**config.mk**
```make
export PLATFORM = sky130hd
export DESIGN_NAME = wkp_unit
export DESIGN_NICKNAME = d
export VERILOG_FILES = /design/src/rtl/wkp_pkg.sv /design/src/rtl/wkp_edge_det.sv /design/src/rtl/wkp_pend.sv /design/src/rtl/wkp_route.sv /design/src/rtl/wkp_unit.sv
export SDC_FILE = /design/constraint.sdc
export NUM_CORES = 1
export LEC_CHECK = 0
export BUFFER_PORTS_ARGS = -buffer_cell sky130_fd_sc_hd__buf_2
export CAP_MARGIN = 30
export CORE_AREA = 2 2 90 126
export CTS_CLUSTER_DIAMETER = 60
export DETAILED_ROUTE_END_ITERATION = 8
export DIE_AREA = 0 0 92 128
export GPL_ROUTABILITY_DRIVEN = 0
export PLACE_DENSITY = 0.83
export SLEW_MARGIN = 25
export SYNTH_ARGS = -nofsm -noshare
export SYNTH_HDL_FRONTEND = slang
export SYNTH_SLANG_ARGS = --single-unit
```
**constraint.sdc**
```tcl
create_clock -name clk -period 2.6 [get_ports clk]
set_input_delay 0.13 -clock clk [delete_from_list [all_inputs] [get_ports clk]]
set_output_delay 0.13 -clock clk [all_outputs]
set_load 0.03 [all_outputs]
```
**src/rtl/wkp_pkg.sv**
```systemverilog
package wkp_pkg;
   localparam int unsigned WKP_MIN_SYNC = 2;
   typedef enum logic {
      TRIG_FALL = 1'b0,
      TRIG_RISE = 1'b1
   } trig_e;
endpackage

```
**src/rtl/wkp_edge_det.sv**
```systemverilog
module wkp_edge_det
   import wkp_pkg::*;
#(
   parameter int unsigned SYNC_STAGES = 2
) (
   input  logic clk,
   input  logic rst,
   input  logic pin_async,
   input  logic trig_rise,
   output logic hit
);
   if (SYNC_STAGES < WKP_MIN_SYNC) begin : g_bad_sync
      $error("wkp_edge_det: SYNC_STAGES below minimum");
   end

   logic [SYNC_STAGES-1:0] sync_q;
   logic                   last_q;
   logic                   now_lvl;
   trig_e                  mode;

   assign now_lvl = sync_q[SYNC_STAGES-1];
   assign mode    = trig_e'(trig_rise);

   always_ff @(posedge clk) begin
      if (rst) begin
         sync_q <= '0;
         last_q <= 1'b0;
      end else begin
         sync_q <= {sync_q[SYNC_STAGES-2:0], pin_async};
         last_q <= now_lvl;
      end
   end

   always_comb begin
      unique case (mode)
         TRIG_RISE: hit = now_lvl & ~last_q;
         default:   hit = ~now_lvl & last_q;
      endcase
   end
endmodule

```
**src/rtl/wkp_pend.sv**
```systemverilog
module wkp_pend #(
   parameter int unsigned NUM_IN = 32
) (
   input  logic              clk,
   input  logic              rst,
   input  logic [NUM_IN-1:0] set_vec,
   input  logic              clr_we,
   input  logic [NUM_IN-1:0] clr_bits,
   output logic [NUM_IN-1:0] pend
);
   logic [NUM_IN-1:0] clr_eff;

   assign clr_eff = clr_we ? clr_bits : '0;

   always_ff @(posedge clk) begin
      if (rst) pend <= '0;
      else     pend <= (pend & ~clr_eff) | set_vec;
   end
endmodule

```
**src/rtl/wkp_route.sv**
```systemverilog
module wkp_route #(
   parameter int unsigned NUM_IN    = 32,
   parameter int unsigned NUM_PORTS = 4,
   parameter int unsigned PORT_W    = 8,
   parameter int unsigned SEL_W     = 3
) (
   input  logic [NUM_IN-1:0]          pend,
   input  logic [NUM_IN-1:0]          cfg_unmask,
   input  logic [NUM_IN-1:0]          cfg_irq_en,
   input  logic [NUM_IN-1:0]          cfg_wake_en,
   input  logic [NUM_PORTS*SEL_W-1:0] port_sel,
   input  logic [NUM_PORTS-1:0]       port_sel_en,
   output logic [NUM_PORTS:0]         irq_o,
   output logic                       wake_o
);
   logic [NUM_IN-1:0] live;
   logic [NUM_IN-1:0] irq_live;

   assign live     = pend & cfg_unmask;
   assign irq_live = live & cfg_irq_en;
   assign irq_o[0] = |irq_live;
   assign wake_o   = |(live & cfg_wake_en);

   for (genvar k = 0; k < NUM_PORTS; k++) begin : g_port
      logic [PORT_W-1:0] slice;
      logic [SEL_W-1:0]  idx;
      assign slice       = irq_live[k*PORT_W +: PORT_W];
      assign idx         = port_sel[k*SEL_W +: SEL_W];
      assign irq_o[k+1]  = port_sel_en[k] & slice[idx];
   end
endmodule

```
**src/rtl/wkp_unit.sv**
```systemverilog
module wkp_unit #(
   parameter int unsigned NUM_IN      = 32,
   parameter int unsigned NUM_PORTS   = 4,
   parameter int unsigned PORT_W      = 8,
   parameter int unsigned SYNC_STAGES = 2,
   localparam int unsigned SEL_W      = (PORT_W > 1) ? $clog2(PORT_W) : 1
) (
   input  logic                       clk,
   input  logic                       rst,
   input  logic [NUM_IN-1:0]          pin_async,
   input  logic [NUM_IN-1:0]          cfg_rise,
   input  logic [NUM_IN-1:0]          cfg_unmask,
   input  logic [NUM_IN-1:0]          cfg_irq_en,
   input  logic [NUM_IN-1:0]          cfg_wake_en,
   input  logic [NUM_PORTS*SEL_W-1:0] port_sel,
   input  logic [NUM_PORTS-1:0]       port_sel_en,
   input  logic                       clr_we,
   input  logic [NUM_IN-1:0]          clr_bits,
   output logic [NUM_IN-1:0]          pend_o,
   output logic [NUM_PORTS:0]         irq_o,
   output logic                       wake_o
);
   if (NUM_PORTS * PORT_W != NUM_IN) begin : g_bad_ports
      $error("wkp_unit: NUM_PORTS*PORT_W must equal NUM_IN");
   end
   if (PORT_W < 2 || (1 << SEL_W) != PORT_W) begin : g_bad_portw
      $error("wkp_unit: PORT_W must be a power of two, at least 2");
   end

   logic [NUM_IN-1:0] hit;
   logic [NUM_IN-1:0] set_vec;

   for (genvar i = 0; i < NUM_IN; i++) begin : g_line
      wkp_edge_det #(.SYNC_STAGES(SYNC_STAGES)) u_det (
         .clk       (clk),
         .rst       (rst),
         .pin_async (pin_async[i]),
         .trig_rise (cfg_rise[i]),
         .hit       (hit[i])
      );
   end

   assign set_vec = hit & cfg_unmask;

   wkp_pend #(.NUM_IN(NUM_IN)) u_pend (
      .clk      (clk),
      .rst      (rst),
      .set_vec  (set_vec),
      .clr_we   (clr_we),
      .clr_bits (clr_bits),
      .pend     (pend_o)
   );

   wkp_route #(
      .NUM_IN    (NUM_IN),
      .NUM_PORTS (NUM_PORTS),
      .PORT_W    (PORT_W),
      .SEL_W     (SEL_W)
   ) u_route (
      .pend        (pend_o),
      .cfg_unmask  (cfg_unmask),
      .cfg_irq_en  (cfg_irq_en),
      .cfg_wake_en (cfg_wake_en),
      .port_sel    (port_sel),
      .port_sel_en (port_sel_en),
      .irq_o       (irq_o),
      .wake_o      (wake_o)
   );
endmodule

```
==> flow_metrics.py <==
metrics = {
    "timing": {
        "period_minus_slack_ns": 1.93,
        "worst_slew_pin_slew_ns": 0.774,
        "tns_ns": 0,
        "slew_headroom": 0.484,
        "whs_ns": -0.00141,
        "slew_violations": 0,
        "hold_violations": 1,
        "fin_skew_ns": 0.00687,
        "setup_viol": 0,
        "fin_crit_sh": 0.740,
        "rsz0062_at_grt": "no",
        "timing.fmax_mhz": 519,
    },
    "logic_synthesis": {
        "syn_area_sq_um": 5070,
        "yosysSeqAreaShare": 0.505,
        "synth_cell_type_count": 20,
        "syn_avg_cell_area_sq_um": 8.81,
        "synth.top_cell.area_share": 0.505,
        "synth-edff-count": 0,
        "async_flop_share": 0,
        "yosys.area.top_type": "dfxtp_1",
        "yosys_warnings": 0,
        "synthCells": 576,
        "synthFlopType": "dfxtp_1",
        "synth_area_leaders": "dfxtp_1 50%, nor2b_1 12%, nand3_1 6.7%",
        "syn-num-nets": 787,
        "ys_seq_elements": 128,
    },
    "pwr": {
        "internal_power_mw": 3.73,
        "switchingPower_mw": 1.21,
        "vdd_drop_max_uv": 490,
        "switching_share": 0.246,
        "p_per_area_nw_per_um2": 636,
        "leakage_nw": 3.57,
        "power.share.clock": 0.474,
        "p_total_mw": 4.94,
        "pwr-share-comb": 0.107,
        "seqPwrFrac": 0.420,
    },
    "setup_path": {
        "cp-end-kind": "output pin",
        "worstPathMaxFanout": 4,
        "cp_data_required_time_ns": 2.47,
        "cp-start-kind": "flip-flop",
        "critical_path.max_stage_delay_ns": 0.40,
        "path_cells": "nand3_1, nand4_1, nor4_1, nand2_1, buf_2",
        "arrival_ns": 1.80,
        "crit_type": "reg -> out",
        "cp_slowest_cell": "nor4_1",
        "rrSetupSlack_ns": 1.12,
    },
    "die": {
        "initial_core_util": 0.474,
        "rows": 45,
        "die_width_um": 92,
        "die_area_sq_um": 11800,
        "core_area_sq_um": 10700,
        "dieHeight_um": 128,
        "num_io_pins": 249,
    },
    "route": {
        "drtAntennaViolNets": 0,
        "drtPass1Iterations": 5,
        "wl_um": 18000,
        "route.detailed.drc": 0,
        "vias_per_cell": 5.32,
        "vias": 5615,
        "drt_iter0_markers": 306,
        "routedWlPerCell_um": 17.0,
    },
    "clock_tree": {
        "clk_pin_slew_worst_paths_ns": 0.06,
        "cts.sinks": 128,
        "numCtsBuffers": 17,
        "cts_tree": "done",
        "clock_latency_ns": 0.42,
        "cts_setup_buffers": 0,
        "root_buffer": "clkbuf_16",
        "cts_buffer_depth": 2,
        "htree_levels": 4,
    },
    "cells_and_area": {
        "final_cell_mix": "247 x buf_2, 128 x dfxtp_1, 96 x nor2b_1",
        "final_common_cell": "buf_2",
        "final_nets": 1112,
        "filler_cell_count": 794,
        "final_layout_size_suffix_gt1_frac": 0.307,
        "syn_to_final_growth_pct": 53.1,
    },
    "global_routing": {
        "antenna_found_initial": 1,
        "grt_max_degree": 70,
        "track_usage": 0.305,
        "grt_pass1_wl_um": 27600,
        "grt_remaining_overflow": 0,
        "grt_pass1_vias": 5651,
    },
    "run_status": {
        "status": "complete, but fails checks",
        "violations": "hold timing",
    },
    "place": {
        "port_buffers": 248,
        "hpwl_um": 12500,
    },
    "flow_run": {
        "drv_cap": 0,
    },
    "min_path": {
        "min_path_type": "in -> reg",
    },
}
==> flip-flops by register name (all words and copies together), names as in the netlist <==
name and count:
g_line.u_det.last_q 32, g_line.u_det.sync_q 64, u_pend.pend 32
==> per-stage QoR <==
stage / area, sq um / utilization / hold WS, ns / cells / setup WS [ns]
5_1_grt: 7770 / 0.726 / 0.0117 / 1056 / 0.607
4_1_cts: 7770 / 0.726 / 0.00000508 / 1055 / 0.687
6_report: 7770 / 0.726 / -0.00141 / 1056 / 0.675
3_3_place_gp: 6440 / 0.602 / 0.337 / 949 / 1.12
3_5_place_dp: 6440 / 0.602 / 0.343 / 949 / 1.13
2_1_floorplan: 5070 / - / 0.258 / 576 / 0.897
==> power groups by stage <==
stage | registers (mW) | clock network (mW) | logic, mW
floorplan | 2.13 | 0 | 0.164
global placement | 2.11 | 0 | 0.430
detailed placement | 2.11 | 0 | 0.434
CTS | 2.07 | 2.36 | 0.515
global route | 2.08 | 2.46 | 0.567
finish | 2.07 | 2.34 | 0.527
==> per-layer routing <==
metal,global-route usage,vias to the layer above,share of wire
li1,-,2675,-
met2,0.521,278,0.50
met5,0,-,0
met4,0.186,0,0.052
met1,0.344,2585,0.38
met3,0.0700,77,0.065
==> synth_stat cells, types with 7 or more instances <==
cell	number
nand3_1	68
nor2_1	10
nand2_1	75
nand4_1	24
mux2i_1	7
inv_1	7
a21oi_1	39
nor3b_1	32
buf_2	7
dfxtp_1	128
clkbuf_1	10
nor2b_1	96
o21ai_0	32
and3b_1	26
==> what timing repair did <==
| item | CTS | global route |
|---|---|---|
| hold buffers | 74 | 0 |
| hold endpoints to repair | 60 | 0 |
| resized for setup | 0 | 0 |
==> critical path, delay by kind of cell, from the launching register on <==
kind	cells	cell delay, ns
buffers and inverters	1	0.19
AND/OR/NAND/NOR	4	0.84
flip-flops	1	0.33
==> layout make-up <==
class                           instances  area (sq um)  share of cell area
Sequential cell                       128          2560               0.330
Multi-Input combinational cell        424          2410               0.311
Timing Repair Buffer                  323          2000               0.258
Clock buffer                           17           425              0.0548
Tap cell                              141           176              0.0227
Clock inverter                         15           159              0.0205
Inverter                                7          26.3             0.00338
Antenna cell                            1          2.50            0.000322
==> kinds of logic after synthesis <==
group | Yosys count | synth area share
DFF | 128 | 0.505
buffers and inverters | 24 | 0.0195
and+or+nand+nor | 337 | 0.378
AOI/OAI and AO/OA | 80 | 0.0841
muxes | 7 | 0.0138
==> worst paths after layout <==
check | startpoint | end | cells past startpoint
setup reg to reg | g_line[12].u_det.sync_q[1] | u_pend.pend[12] | 4
hold / removal | clr_bits[27] | u_pend.pend[27] | 4
hold reg to reg | g_line[2].u_det.sync_q[0] | g_line[2].u_det.sync_q[1] | 1
setup / recovery | u_pend.pend[26] | irq_o[0] | 5
Power figures use the tool's default switching activity.
